===== config.mk =====
export PLATFORM = sky130hd
export DESIGN_NAME = adp_data_port
export DESIGN_NICKNAME = d
export VERILOG_FILES = /design/src/rtl/adp_port_pkg.sv /design/src/rtl/adp_span_regs.sv /design/src/rtl/adp_read_ret.sv /design/src/rtl/adp_port_fsm.sv /design/src/rtl/adp_data_port.sv
export SDC_FILE = /design/constraint.sdc
export NUM_CORES = 1
export LEC_CHECK = 0
export BUFFER_PORTS_ARGS = -buffer_cell sky130_fd_sc_hd__buf_2
export CAP_MARGIN = 20
export CORE_AREA = 5 5 97 99
export CTS_BUF_LIST = sky130_fd_sc_hd__clkbuf_4 sky130_fd_sc_hd__clkbuf_8 sky130_fd_sc_hd__clkbuf_16
export DETAILED_ROUTE_END_ITERATION = 10
export DIE_AREA = 0 0 102 104
export PLACE_DENSITY_LB_ADDON = 0.25
export SYNTH_ARGS = -nofsm -noshare
export SYNTH_HDL_FRONTEND = slang
export SYNTH_SLANG_ARGS = --single-unit
export TNS_END_PERCENT = 30

===== constraint.sdc =====
create_clock -name clk -period 2.14 [get_ports clk]
set_input_delay 0.428 -clock clk [delete_from_list [all_inputs] [get_ports clk]]
set_output_delay 0.428 -clock clk [all_outputs]
set_load 0.05 [all_outputs]

===== src/rtl/adp_port_pkg.sv =====
package adp_port_pkg;

    typedef enum logic [2:0] {
        P_IDLE,
        P_PRIME,
        P_OPEN,
        P_HOLD,
        P_FEED
    } port_st_t;

    localparam logic [2:0] SEL_CTRL   = 3'd0;
    localparam logic [2:0] SEL_DATA   = 3'd1;
    localparam logic [2:0] SEL_STA_LO = 3'd2;
    localparam logic [2:0] SEL_STA_HI = 3'd3;
    localparam logic [2:0] SEL_FIN_LO = 3'd4;
    localparam logic [2:0] SEL_FIN_HI = 3'd5;

    localparam logic [2:0] MODE_XRD  = 3'b001;
    localparam logic [2:0] MODE_XWR  = 3'b011;
    localparam logic [2:0] MODE_FEED = 3'b100;

    localparam int CB_START = 7;
    localparam int CB_MEM   = 5;
    localparam int CB_RPT   = 4;
    localparam int CB_RST   = 0;

    localparam logic [7:0] KEEP_MASK = 8'hF1;

endpackage


===== src/rtl/adp_span_regs.sv =====
module adp_span_regs
    import adp_port_pkg::*;
#(
    parameter int SHIFT = 5,
    localparam int NW   = 16 + SHIFT + 1
) (
    input  logic          clk,
    input  logic          rst_n,
    input  logic          reg_we,
    input  logic [2:0]    reg_sel,
    input  logic [7:0]    reg_wdata,
    output logic [NW-1:0] start_nib,
    output logic [NW-1:0] end_nib
);

    logic [15:0] sta_q;
    logic [15:0] fin_q;

    always_ff @(posedge clk or negedge rst_n) begin
        if (!rst_n) begin
            sta_q <= '0;
            fin_q <= '0;
        end else if (reg_we) begin
            unique case (reg_sel)
                SEL_STA_LO: sta_q[7:0]  <= reg_wdata;
                SEL_STA_HI: sta_q[15:8] <= reg_wdata;
                SEL_FIN_LO: fin_q[7:0]  <= reg_wdata;
                SEL_FIN_HI: fin_q[15:8] <= reg_wdata;
                default: ;
            endcase
        end
    end

    generate
        if (SHIFT == 0) begin : g_flat
            assign start_nib = {sta_q, 1'b0};
            assign end_nib   = {fin_q, 1'b0};
        end else begin : g_scaled
            assign start_nib = {sta_q, {SHIFT{1'b0}}, 1'b0};
            assign end_nib   = {fin_q, {SHIFT{1'b1}}, 1'b0};
        end
    endgenerate

endmodule


===== src/rtl/adp_read_ret.sv =====
module adp_read_ret (
    input  logic       clk,
    input  logic       rst_n,
    input  logic       dat_rd,
    input  logic       fetch,
    input  logic [7:0] mem_rdata,
    output logic       rd_valid,
    output logic [7:0] rd_data
);

    logic fetch_q;

    always_ff @(posedge clk or negedge rst_n) begin
        if (!rst_n) begin
            rd_valid <= 1'b0;
            fetch_q  <= 1'b0;
        end else begin
            rd_valid <= dat_rd;
            fetch_q  <= fetch;
        end
    end

    assign rd_data = fetch_q ? mem_rdata : 8'h00;


    rd_follow_chk: assert property (@(posedge clk) disable iff (!rst_n)
        dat_rd |=> rd_valid);


    fetch_needs_read_chk: assert property (@(posedge clk) disable iff (!rst_n)
        fetch |-> dat_rd);

endmodule


===== src/rtl/adp_port_fsm.sv =====
module adp_port_fsm
    import adp_port_pkg::*;
#(
    parameter int NW = 22
) (
    input  logic          clk,
    input  logic          rst_n,
    input  logic          ctl_wr,
    input  logic [7:0]    ctl_val,
    input  logic          dat_wr,
    input  logic [7:0]    dat_val,
    input  logic          dat_rd,
    input  logic          dec_take,
    input  logic [NW-1:0] start_nib,
    input  logic [NW-1:0] end_nib,
    output logic [NW-2:0] mem_addr,
    output logic          mem_re,
    output logic          mem_we,
    output logic [7:0]    feed_byte,
    output logic          feed_full,
    output logic          brdy,
    output logic          eos,
    output logic          pcm_busy,
    output logic          rpt_en
);

    localparam logic [NW-1:0] NIB_STEP = NW'(2);

    port_st_t      st_q, st_nx;
    logic [7:0]    ps_q, ps_nx;
    logic [NW-1:0] nib_q, nib_nx;
    logic [1:0]    dum_q, dum_nx;
    logic          eos_q, eos_nx;
    logic          busy_q, busy_nx;
    logic [7:0]    feed_q, feed_nx;

    logic [2:0] mode;
    logic       at_end;
    logic       sta_at_end;
    logic       rd_mode;
    logic       wr_mode;

    assign mode       = ps_q[7:5];
    assign at_end     = (nib_q == end_nib);
    assign sta_at_end = (start_nib == end_nib);
    assign rd_mode    = (mode == MODE_XRD);
    assign wr_mode    = (mode == MODE_XWR);

    // state register
    always_ff @(posedge clk or negedge rst_n) begin
        if (!rst_n) begin
            st_q   <= P_IDLE;
            ps_q   <= '0;
            nib_q  <= '0;
            dum_q  <= '0;
            eos_q  <= 1'b0;
            busy_q <= 1'b0;
            feed_q <= '0;
        end else begin
            st_q   <= st_nx;
            ps_q   <= ps_nx;
            nib_q  <= nib_nx;
            dum_q  <= dum_nx;
            eos_q  <= eos_nx;
            busy_q <= busy_nx;
            feed_q <= feed_nx;
        end
    end

    // next state
    always_comb begin
        st_nx   = st_q;
        ps_nx   = ps_q;
        nib_nx  = nib_q;
        dum_nx  = dum_q;
        eos_nx  = eos_q;
        busy_nx = busy_q;
        feed_nx = feed_q;
        if (ctl_wr) begin
            eos_nx = 1'b0;
            if (ctl_val[CB_RST]) begin
                ps_nx   = '0;
                busy_nx = 1'b0;
                dum_nx  = '0;
                st_nx   = P_IDLE;
            end else begin
                ps_nx = ctl_val & KEEP_MASK;
                if (ctl_val[CB_START]) begin
                    busy_nx = 1'b1;
                end
                if (ctl_val[CB_MEM]) begin
                    nib_nx = start_nib;
                    dum_nx = 2'd2;
                    st_nx  = P_PRIME;
                end else begin
                    nib_nx = '0;
                    dum_nx = '0;
                    st_nx  = (ctl_val[7:5] == MODE_FEED) ? P_OPEN : P_IDLE;
                end
            end
        end else begin
            unique case (st_q)
                P_IDLE: ;
                P_PRIME: begin
                    if (dat_rd && rd_mode) begin
                        nib_nx = start_nib;
                        dum_nx = dum_q - 2'd1;
                        if (dum_q == 2'd1) begin
                            st_nx = P_OPEN;
                        end
                    end else if (dat_wr && wr_mode) begin
                        dum_nx = '0;
                        if (sta_at_end) begin
                            eos_nx = 1'b1;
                            nib_nx = start_nib;
                            st_nx  = P_OPEN;
                        end else begin
                            nib_nx = start_nib + NIB_STEP;
                            st_nx  = P_HOLD;
                        end
                    end
                end
                P_OPEN: begin
                    if ((dat_rd && rd_mode) || (dat_wr && wr_mode)) begin
                        if (at_end) begin
                            eos_nx = 1'b1;
                        end else begin
                            nib_nx = nib_q + NIB_STEP;
                            st_nx  = P_HOLD;
                        end
                    end else if (dat_wr && mode == MODE_FEED) begin
                        feed_nx = dat_val;
                        st_nx   = P_FEED;
                    end
                end
                P_HOLD: st_nx = P_OPEN;
                P_FEED: begin
                    if (dat_wr) begin
                        feed_nx = dat_val;
                    end else if (dec_take) begin
                        st_nx = P_OPEN;
                    end
                end
                default: st_nx = P_IDLE;
            endcase
        end
    end

    // outputs
    always_comb begin
        mem_re    = !ctl_wr && dat_rd && rd_mode && (st_q == P_OPEN) && !at_end;
        mem_we    = !ctl_wr && dat_wr && wr_mode &&
                    (((st_q == P_OPEN) && !at_end) || ((st_q == P_PRIME) && !sta_at_end));
        mem_addr  = (st_q == P_PRIME) ? start_nib[NW-1:1] : nib_q[NW-1:1];
        brdy      = !((st_q == P_HOLD) || (st_q == P_FEED));
        feed_full = (st_q == P_FEED);
        feed_byte = feed_q;
        eos       = eos_q;
        pcm_busy  = busy_q;
        rpt_en    = ps_q[CB_RPT];
    end


    xfer_brdy_low_chk: assert property (@(posedge clk) disable iff (!rst_n)
        (mem_re || mem_we) |=> !brdy);


    brdy_return_chk: assert property (@(posedge clk) disable iff (!rst_n)
        (st_q == P_HOLD) |=> brdy);


    end_guard_chk: assert property (@(posedge clk) disable iff (!rst_n)
        (mem_re || mem_we) |-> ({mem_addr, 1'b0} != end_nib));


    prime_quiet_chk: assert property (@(posedge clk) disable iff (!rst_n)
        (st_q == P_PRIME) |-> !mem_re);


    strobe_excl_chk: assert property (@(posedge clk) disable iff (!rst_n)
        !(mem_re && mem_we));


    eos_sticky_chk: assert property (@(posedge clk) disable iff (!rst_n)
        (eos && !ctl_wr) |=> eos);


    reset_bit_chk: assert property (@(posedge clk) disable iff (!rst_n)
        (ctl_wr && ctl_val[CB_RST]) |=> (!pcm_busy && brdy && ps_q == 8'h00));


    feed_latch_chk: assert property (@(posedge clk) disable iff (!rst_n)
        (!ctl_wr && dat_wr && st_q == P_OPEN && mode == MODE_FEED)
        |=> (!brdy && feed_full && feed_byte == $past(dat_val)));

endmodule


===== src/rtl/adp_data_port.sv =====
module adp_data_port
    import adp_port_pkg::*;
#(
    parameter int SHIFT = 5,
    localparam int AW   = 16 + SHIFT,
    localparam int NW   = AW + 1
) (
    input  logic          clk,
    input  logic          rst_n,
    input  logic          reg_we,
    input  logic [2:0]    reg_sel,
    input  logic [7:0]    reg_wdata,
    input  logic          dat_re,
    output logic          rd_valid,
    output logic [7:0]    rd_data,
    output logic [AW-1:0] mem_addr,
    output logic          mem_re,
    output logic          mem_we,
    output logic [7:0]    mem_wdata,
    input  logic [7:0]    mem_rdata,
    input  logic          dec_take,
    output logic [7:0]    feed_byte,
    output logic          feed_full,
    output logic          brdy,
    output logic          eos,
    output logic          pcm_busy,
    output logic          rpt_en
);

    logic          ctl_wr;
    logic          dat_wr;
    logic [NW-1:0] start_nib;
    logic [NW-1:0] end_nib;

    assign ctl_wr    = reg_we && (reg_sel == SEL_CTRL);
    assign dat_wr    = reg_we && (reg_sel == SEL_DATA);
    assign mem_wdata = reg_wdata;

    adp_span_regs #(.SHIFT(SHIFT)) u_span (
        .clk       (clk),
        .rst_n     (rst_n),
        .reg_we    (reg_we),
        .reg_sel   (reg_sel),
        .reg_wdata (reg_wdata),
        .start_nib (start_nib),
        .end_nib   (end_nib)
    );

    adp_port_fsm #(.NW(NW)) u_fsm (
        .clk       (clk),
        .rst_n     (rst_n),
        .ctl_wr    (ctl_wr),
        .ctl_val   (reg_wdata),
        .dat_wr    (dat_wr),
        .dat_val   (reg_wdata),
        .dat_rd    (dat_re),
        .dec_take  (dec_take),
        .start_nib (start_nib),
        .end_nib   (end_nib),
        .mem_addr  (mem_addr),
        .mem_re    (mem_re),
        .mem_we    (mem_we),
        .feed_byte (feed_byte),
        .feed_full (feed_full),
        .brdy      (brdy),
        .eos       (eos),
        .pcm_busy  (pcm_busy),
        .rpt_en    (rpt_en)
    );

    adp_read_ret u_ret (
        .clk       (clk),
        .rst_n     (rst_n),
        .dat_rd    (dat_re),
        .fetch     (mem_re),
        .mem_rdata (mem_rdata),
        .rd_valid  (rd_valid),
        .rd_data   (rd_data)
    );

endmodule


==> results.toml, run 1 <==
[timing]
max-slew-margin-rel_pct = 61.89
min_period_ns = 2.392
setup-violations-final = 42
report.final.hold_viol_count = 0
rsz0062_at_grt = "yes"
timing.fmax_ghz = 0.4181
setup_ws_ns = -0.2518
worst_tran_pin_value_ns = 0.5642
layout_worst_path_cycle_share_pct = 111.8
clock_skew_ns = 0.008449
final_number_of_max_transition_violations = 0

[cts]
clk-insertion-delay-late_ns = 0.35
cts.reportedPaths.clkPinSlew_ns = 0.09
ctsLongestPathBuffers = 2
clockRootBuffer = "clkbuf_8"
tritoncts = "built"
clock_tree.htree_level_count = 3
tritoncts_num_sinks = 74
tritoncts_buffers = 9

[critical_path]
rr_endpoint = "u_fsm.nib_q[2]$_DFFE_PN0P_"
cp_data_arrival_time_ns = 1.96
worst-path-stages = 5
startpoint = "u_fsm.nib_q[19]$_DFFE_PN0P_"
timing.reg2reg.worst_path_depth = 7
critical-path-top-delay-family = "simple AND/OR/NAND/NOR gates"
crit_path_max_incr_delay_ns = 0.57
critical_path.endpoint = "mem_we"
crit_path_top_delay_cell = "or4_4"
worst_r2r_startpoint = "u_fsm.nib_q[19]$_DFFE_PN0P_"
path_buf_inv = 1
timing.critical_path.cells = "xor2_1 > or4_4 > o21ai_2 > a21oi_2 > buf_6"
critical_path_required_ns = 1.71
reg2reg_slack_ns = -0.16
crit_path_end_kind = "output port"
cp_max_fo = 3
setup.worst_path.start_class = "register"
timing.setup.critical_path_class = "reg -> out"

[pwr]
max_ir_drop_vdd_mv = 1.256
power_per_cell_area_nw_per_um2 = 1433
static-leakage-power_nw = 2.910

[flow_run]
number_of_maximum_capacitance_violations = 0

[place]
place.detailed.instances = 666
place_hpwl_mm = 9.133
buffer_ports.inserted = 76
gp_congestion = 0.9210

[floorplan]
floorplan.die_area_um2 = 10610
initial_cell_density_of_the_core_pct = 49.28
die_w_um = 102
die_y_um = 104
top_ports = 77
core_region_area_um2 = 8466
placementRows = 34

[finish]
utilization_pct = 72.60
area_growth_from_synthesis_to_layout_pct = 47.33
instances_no_fill = 708
final_net_count = 621
layout-drive-gt1-share_pct = 50.50
layout_commonest_cell = "dfrtp_1"
layout_common_cells = "dfrtp_1, buf_4, buf_2, nand2_1, mux2_2"
inserted_diodes = 0

[run_status]
status = "complete, but fails checks"
failed_checks = "setup timing"

[global_routing]
grt_antenna_before_repair = 0
grt_start_max_net_pins = 40
grt_pass1_vias = 4294
grt_util_all_layers_pct = 26.86
global_route_wire_length_before_repair_mm = 22.22
globalRoute.totalOverflow = 0

[route]
drtPass1Iterations = 5
finalWirelength_mm = 14.20
detailedRoute.firstIterationViolations = 255
antenna_violating_nets_post_route = 0
post-route-drc-count = 0
detail_route.wl_per_cell_um = 20.05
drt-vias-per-instance = 5.924
vias = 4194

[synthesis]
syn_inst = 447
library_cells_used_by_synthesis = 54
dominantRegCellSynth = "dfrtp_1"
postSynth.asyncResetShare_pct = 100.0
synth_area_leader_cell = "dfrtp_1"
synth.top_cells.by_area = "dfrtp_1, mux2_2, nand2_1"
synth_enable_flop_cells = 0
mapped_nets = 473
syn-cell-area_um2 = 4172
yosysTopAreaCellShare_pct = 44.39
post_synth.cell_area_avg_um2 = 9.332
synth.yosys.warnings = 0
yosysSeqAreaShare_pct = 44.39
yosys_register_bits = 74

[min_path]
min-delay-path-class = "in -> reg"
## Yosys cell counts (2+ instances only)
library cell / n
nand2_1: 75
dfrtp_1: 74
o21ai_0: 53
mux2_2: 38
nor2_1: 20
a21oi_1: 18
clkbuf_1: 17
and2_1: 14
xor2_1: 14
nor3_1: 13
nand3_1: 12
nor4_1: 12
buf_4: 9
inv_1: 8
a22oi_1: 5
and3_1: 5
nand4_1: 5
o31ai_1: 4
buf_6: 3
o41ai_1: 3
a211o_1: 2
a311oi_1: 2
a31oi_1: 2
and4_1: 2
buf_2: 2
ha_1: 2
nand4b_1: 2
nor2b_1: 2
nor3b_2: 2
nor4bb_1: 2
xnor2_1: 2
## flip-flops by register name, summed over array words and instances, names as in the netlist
| register | count |
|---|---|
| u_ret.fetch_q | 1 |
| u_span.fin_q | 16 |
| u_fsm.dum_q | 2 |
| u_fsm.feed_byte | 8 |
| u_ret.rd_valid | 1 |
| u_fsm.st_q | 3 |
| u_fsm.nib_q | 21 |
| u_fsm.pcm_busy | 1 |
| u_fsm.eos | 1 |
| u_span.sta_q | 16 |
| u_fsm.ps_q | 4 |
## where the power goes
group          leakage (nW)  internal, W  switching (W)
Sequential            0.935      0.00176       0.000335
Clock                 0.106     0.000561       0.000607
Combinational          1.87      0.00241        0.00313
## cells by family after synthesis
| family | count (synthesis) | share of synthesized area (%) |
|---|---|---|
| buffers and inverters | 40 | 5.039 |
| xor gates and xnor gates | 16 | 3.359 |
| adders and majority gates | 2 | 0.5998 |
| DFF | 74 | 44.39 |
| AOI/OAI and AO/OA | 97 | 14.13 |
| and+or+nand+nor | 179 | 21.99 |
| muxes | 39 | 10.50 |
## final cells by class
type	count	area, um^2
clock buffer	9	123.9
clock inverter	7	85.08
fill	614	2320
inverter	8	30.03
multi-input combinational	333	2440
sequential	74	1852
tap	108	135.1
timing repair buffer	169	1480
## repair_timing
action / 4_1_cts / 5_1_grt
gates cloned: 3 / 0
endpoints found under the hold margin: 18 / 0
endpoints found under the setup margin: 46 / 56
resized for setup: 125 / 64
pin swaps: 27 / 29
hold buffers: 1 / 0
buffers inserted: 16 / 6
## through the flow
step | hold slack (ns) | TNS [ns] | cell area [um^2] | setup WS, ns | total power (W)
2_1_floorplan | 0.1324 | -3.028 | 4192 | -0.2449 | 0.004604
3_3_place_gp | 0.3366 | -1.035 | 5107 | -0.09416 | 0.005999
3_5_place_dp | 0.3365 | -2.757 | 5107 | -0.1329 | 0.006071
4_1_cts | 0.2068 | -6.238 | 5914 | -0.3265 | 0.008237
5_1_grt | 0.2056 | -6.740 | 6146 | -0.2815 | 0.009240
6_report | 0.2301 | -4.358 | 6146 | -0.2518 | 0.008810
## per-layer routing
layer	GRT usage, %	routed length [um]	vias up
met3	5.231	1145	52
met4	11.81	657	0
met2	44.24	7075	221
met1	33.79	5318	2034
met5	0	0	-
li1	-	-	1887
## worst min path at each step
stage / start / endpoint / slack (ns) / depth (start not counted)
after floorplan: rst_n / u_fsm.dum_q[0]$_DFFE_PN0P_ / 0.13 / 0
after global placement: rst_n / u_span.sta_q[13]$_DFFE_PN0P_ / 0.34 / 1
after detailed placement: rst_n / u_span.fin_q[10]$_DFFE_PN0P_ / 0.34 / 1
after CTS: dat_re / u_ret.rd_valid$_DFF_PN0_ / 0.21 / 1
after global routing: dat_re / u_ret.rd_valid$_DFF_PN0_ / 0.21 / 1
final: dat_re / u_ret.rd_valid$_DFF_PN0_ / 0.23 / 1
Power figures use the tool's default switching activity.
==> run 2: changes to the inputs <==
--- a/config.mk
+++ b/config.mk
@@ -12,6 +12,7 @@
 export DETAILED_ROUTE_END_ITERATION = 10
 export DIE_AREA = 0 0 102 104
 export PLACE_DENSITY_LB_ADDON = 0.25
+export SKIP_CTS_REPAIR_TIMING = 1
 export SYNTH_ARGS = -nofsm -noshare
 export SYNTH_HDL_FRONTEND = slang
 export SYNTH_SLANG_ARGS = --single-unit
==> run 2 against run 1 <==
The run still ends with setup timing left; largest cell class unchanged; hold slack got worse by 0.016 ns; global-route usage down 2.8 points; critical path type unchanged; first-iteration DRC count is 52% higher.
==> results.toml, run 2 (same netlist as run 1, synthesis figures left out) <==
[route]
post-route-drc-count = 0
detail_route.wl_per_cell_um = 19.40
drt-vias-per-instance = 5.908
vias = 4124
finalWirelength_mm = 13.54
drtPass1Iterations = 5
detailedRoute.firstIterationViolations = 388
antenna_violating_nets_post_route = 0

[cts]
tritoncts_num_sinks = 74
tritoncts_buffers = 9
clk-insertion-delay-late_ns = 0.35
clock_tree.htree_level_count = 3
cts.reportedPaths.clkPinSlew_ns = 0.09
ctsLongestPathBuffers = 2
tritoncts = "built"
clockRootBuffer = "clkbuf_8"

[timing]
worst_tran_pin_value_ns = 0.5445
clock_skew_ns = 0.007852
rsz0062_at_grt = "yes"
report.final.hold_viol_count = 0
timing.fmax_ghz = 0.4105
setup-violations-final = 41
max-slew-margin-rel_pct = 63.22
timing.setup.tns_ns = -6.547
final_number_of_max_transition_violations = 0
layout_worst_path_cycle_share_pct = 113.8
min_period_ns = 2.436
setup_ws_ns = -0.2960

[floorplan]
die_w_um = 102
die_y_um = 104
top_ports = 77
core_region_area_um2 = 8466
initial_cell_density_of_the_core_pct = 49.28
placementRows = 34
floorplan.die_area_um2 = 10610

[global_routing]
grt_start_max_net_pins = 40
gr_util_met2_pct = 39.83
busiest_layer = "met2"
global_route_wire_length_before_repair_mm = 20.22
grt_pass1_vias = 3877
met3_layer_usage_reported_by_global_route_pct = 4.292
met1_track_demand_over_resource_pct = 31.59
globalRoute.totalOverflow = 0
grt_antenna_before_repair = 0
grt_util_all_layers_pct = 24.04

[pwr]
static-leakage-power_nw = 2.777
power_per_cell_area_nw_per_um2 = 1415
max_ir_drop_vdd_mv = 1.252

[finish]
postLayoutCellArea_um2 = 5908
final_net_count = 611
layout_commonest_cell = "dfrtp_1"
layout-drive-gt1-share_pct = 44.92
reg_top3 = "u_fsm.nib_q: 21 flops, u_span.fin_q: 16 flops, u_span.sta_q: 16 flops"
area_growth_from_synthesis_to_layout_pct = 41.63
multiInputGateArea_um2 = 2369
inserted_diodes = 0
largest_register_ff_count = 21
sequential_cell_area_um2 = 1852
layout_common_cells = "dfrtp_1, buf_4, buf_2, nand2_1, o21ai_0"
fillers = 645
max_flop_register = "u_fsm.nib_q"

[run_status]
failed_checks = "setup timing"
status = "complete, but fails checks"

[place]
place_hpwl_mm = 9.133
gp_congestion = 0.9210
buffer_ports.inserted = 76
post_dp_cell_area_um2 = 5107

[critical_path]
cp_max_fo = 4
crit_path_end_kind = "output port"
timing.setup.critical_path_class = "reg -> out"
reg2reg_slack_ns = -0.28
critical_path_required_ns = 1.71
timing.reg2reg.worst_path_depth = 11
setup.worst_path.start_class = "register"
worst_r2r_startpoint = "u_fsm.st_q[2]$_DFFE_PN0P_"
rr_endpoint = "u_fsm.nib_q[5]$_DFFE_PN0P_"
cp_data_arrival_time_ns = 2.01

[flow_run]
number_of_maximum_capacitance_violations = 0

[min_path]
min-delay-path-class = "in -> reg"
min-delay-start = "dat_re"
holdPathEnd = "u_ret.rd_valid$_DFF_PN0_"
whs_path_depth = 1
## run 2: power by group
group	switching [W]	internal [W]	total (W)
logic	0.00294	0.00217	0.00511
clock network	0.000608	0.000561	0.00117
registers	0.000316	0.00176	0.00208
total	0.00387	0.00449	0.00836
## run 2: per-stage QoR
step | hold slack (ns) | cells | worst slack [ns] | total power, W | util [%]
after floorplan | 0.1324 | 447 | -0.2449 | 0.004604 | -
after global placement | 0.3366 | 666 | -0.09416 | 0.005999 | 60.33
after detailed placement | 0.3365 | 666 | -0.1329 | 0.006071 | 60.33
after CTS | -0.04906 | 682 | -0.4620 | 0.007246 | 62.80
after global routing | 0.1946 | 698 | -0.3572 | 0.008788 | 69.79
final | 0.2139 | 698 | -0.2960 | 0.008362 | 69.79
## run 2: worst max-delay path, stage by stage (launching register included)
cell	delay [ns]
dfrtp_1	0.42
xnor2_2	0.17
nand2_1	0.09
or4_4	0.59
o21ai_2	0.15
a21oi_2	0.07
buf_6	0.15
## run 2: layout make-up
class	count	area share [%]
well taps	108	2.287
inverters	8	0.5083
clock buffers	9	2.097
multi-input cells	333	40.09
clock inverters	7	1.440
repair buffers	159	22.24
flip-flops and latches	74	31.34
## run 2: metal layers
metal	share of wire [%]	wire (um)
met2	49	6696
met5	0	0
met3	7.7	1041
met1	39	5304
met4	3.7	501
## run 2: worst max-delay path by stage
stage / to / slack, ns / cells past startpoint / start
CTS: mem_we / -0.46 / 6 / u_fsm.nib_q[10]$_DFFE_PN0P_
floorplan: mem_addr[10] / -0.24 / 4 / u_fsm.st_q[2]$_DFFE_PN0P_
detailed placement: u_fsm.nib_q[19]$_DFFE_PN0P_ / -0.13 / 8 / reg_sel[0]
global route: mem_we / -0.36 / 6 / u_span.fin_q[10]$_DFFE_PN0P_
global placement: u_fsm.nib_q[16]$_DFFE_PN0P_ / -0.09 / 8 / reg_sel[0]
finish: mem_we / -0.30 / 6 / u_span.fin_q[10]$_DFFE_PN0P_
==> run 3: changes to the inputs <==
--- a/config.mk
+++ b/config.mk
@@ -16,4 +16,3 @@
 export SYNTH_ARGS = -nofsm -noshare
 export SYNTH_HDL_FRONTEND = slang
 export SYNTH_SLANG_ARGS = --single-unit
-export TNS_END_PERCENT = 30
==> run 3 against run 2 <==
The flow still finishes with violations (setup timing); setup slack worse by 0.036 ns; count of clock-buffer cells in the layout stayed put; power increased by 1.4%; combinational power is 2% higher; design area is 0.42% higher; non-clock buffer count is 3 lower; global-route usage shrank 0.056 points; die area stayed put; first-iteration DRC count is 12% lower; cell count is 0.43% lower; fmax fell by 1.5%; wire length up 0.52%; critical path type unchanged; largest power group unchanged.
==> results.toml, run 3 (same netlist as run 1, synthesis figures left out) <==
[global_routing]
grt_antenna_before_repair = 0
global_route_wire_length_before_repair_mm = 20.13
globalRoute.totalOverflow = 0
grt_util_all_layers_pct = 23.98
grt_pass1_vias = 3824
grt_start_max_net_pins = 51

[cts]
ctsLongestPathBuffers = 2
clock_tree.htree_level_count = 3
clockRootBuffer = "clkbuf_8"
cts.reportedPaths.clkPinSlew_ns = 0.10
tritoncts_buffers = 9
tritoncts_num_sinks = 74
tritoncts = "built"
clk-insertion-delay-late_ns = 0.36

[critical_path]
critical-path-top-delay-family = "simple AND/OR/NAND/NOR gates"
worst_r2r_startpoint = "u_fsm.nib_q[15]$_DFFE_PN0P_"
timing.reg2reg.worst_path_depth = 8
cp_data_arrival_time_ns = 2.04
reg2reg_slack_ns = -0.24
rr_endpoint = "u_fsm.nib_q[2]$_DFFE_PN0P_"
timing.setup.critical_path_class = "reg -> out"
crit_path_top_delay_cell = "or4_4"
cp_max_fo = 4
path_buf_inv = 1
timing.critical_path.cells = "xnor2_1 > nand2_1 > or4_4 > o21ai_4 > a21oi_4 > buf_6"
crit_path_end_kind = "output port"
critical_path_required_ns = 1.71
crit_path_max_incr_delay_ns = 0.59
setup.worst_path.start_class = "register"

[place]
place.detailed.instances = 663
gp_congestion = 0.9064
place_hpwl_mm = 8.866
post_dp_cell_area_um2 = 5065
buffer_ports.inserted = 76

[pwr]
power.switching_w = 0.003920
internal-power_w = 0.004557
power_per_cell_area_nw_per_um2 = 1429
power_frac_seq_pct = 24.6
combinationalPowerShare_pct = 61.4
static-leakage-power_nw = 2.767
max_ir_drop_vdd_mv = 1.127
clockPowerShare_pct = 13.9
switching_share_pct = 46.24

[timing]
final_number_of_max_transition_violations = 0
min_period_ns = 2.472
worst_tran_pin_value_ns = 0.5950
layout_worst_path_cycle_share_pct = 115.5
setup-violations-final = 38
clock_skew_ns = 0.01156
timing.fmax_ghz = 0.4045
timing.hold.ws_ns = 0.1960
setup_ws_ns = -0.3323
max-slew-margin-rel_pct = 59.82
report.final.hold_viol_count = 0
rsz0062_at_grt = "yes"

[finish]
postLayoutCellArea_um2 = 5933
area_growth_from_synthesis_to_layout_pct = 42.23
final_net_count = 608
inserted_diodes = 0
reg_top3 = "u_fsm.nib_q: 21 flops, u_span.fin_q: 16 flops, u_span.sta_q: 16 flops"
layout_common_cells = "dfrtp_1, buf_4, buf_2, nand2_1, o21ai_0"
largest_register_ff_count = 21
max_flop_register = "u_fsm.nib_q"
layout-drive-gt1-share_pct = 44.29
instances_no_fill = 695
layout_commonest_cell = "dfrtp_1"

[route]
drtPass1Iterations = 5
detail_route.wl_per_cell_um = 19.59
detailedRoute.firstIterationViolations = 342
antenna_violating_nets_post_route = 0
drt-vias-per-instance = 5.866
vias = 4077
finalWirelength_mm = 13.61
post-route-drc-count = 0

[floorplan]
die_w_um = 102
die_y_um = 104
placementRows = 34
top_ports = 77
floorplan.die_area_um2 = 10610
initial_cell_density_of_the_core_pct = 49.28
core_region_area_um2 = 8466

[run_status]
status = "complete, but fails checks"
failed_checks = "setup timing"

[min_path]
min-delay-path-class = "in -> reg"
whs_path_depth = 1
holdPathEnd = "u_ret.rd_valid$_DFF_PN0_"
min-delay-start = "dat_re"

[flow_run]
number_of_maximum_capacitance_violations = 0
==> run 3: worst max path at each step <==
stage	from	slack [ns]	cells after the start	end
CTS	u_fsm.nib_q[2]$_DFFE_PN0P_	-0.43	6	mem_we
floorplan	u_fsm.st_q[2]$_DFFE_PN0P_	-0.24	4	mem_addr[10]
detailed placement	reg_sel[0]	-0.11	8	u_fsm.nib_q[15]$_DFFE_PN0P_
finish	u_fsm.nib_q[15]$_DFFE_PN0P_	-0.33	6	mem_we
global route	u_fsm.nib_q[15]$_DFFE_PN0P_	-0.40	6	mem_we
global placement	reg_sel[0]	-0.01	8	u_fsm.nib_q[8]$_DFFE_PN0P_
==> run 3: power by group through the flow <==
| stage | sequential [W] | clock (W) | combinational [W] |
|---|---|---|---|
| 3_5_place_dp | 0.00210 | 0 | 0.00382 |
| 3_3_place_gp | 0.00209 | 0 | 0.00377 |
| 6_report | 0.00209 | 0.00118 | 0.00521 |
| 2_1_floorplan | 0.00214 | 0 | 0.00249 |
| 5_1_grt | 0.00212 | 0.00125 | 0.00552 |
| 4_1_cts | 0.00207 | 0.00119 | 0.00384 |
==> run 3: layout make-up <==
type	instances	area [um^2]
Multi-Input combinational cell	333	2350
Inverter	8	30.03
Clock buffer	9	123.9
Fill cell	637	2532
Clock inverter	7	82.58
Sequential cell	74	1853
Tap cell	108	135.1
Timing Repair Buffer	156	1359
==> run 3: stage by stage <==
step | utilization (%) | total power (W) | setup slack, ns | TNS, ns
after floorplan | - | 0.004628 | -0.2449 | -2.132
after global placement | 59.83 | 0.005859 | -0.01002 | -0.02655
after detailed placement | 59.83 | 0.005922 | -0.1092 | -0.7540
after CTS | 62.27 | 0.007098 | -0.4318 | -5.063
after global routing | 70.09 | 0.008884 | -0.4043 | -7.868
final | 70.09 | 0.008477 | -0.3323 | -5.239
==> run 3: per-layer routing <==
layer  up-vias  GRT usage [%]  wire length (um)  share of wire [%]
li1       1858              -                 -                  -
met1      1979          33.19              5535                 41
met2       206          38.63              6594                 48
met3        34          3.823              1072                7.9
met4         0          6.935               411                3.0
met5         -              0                 0                  0
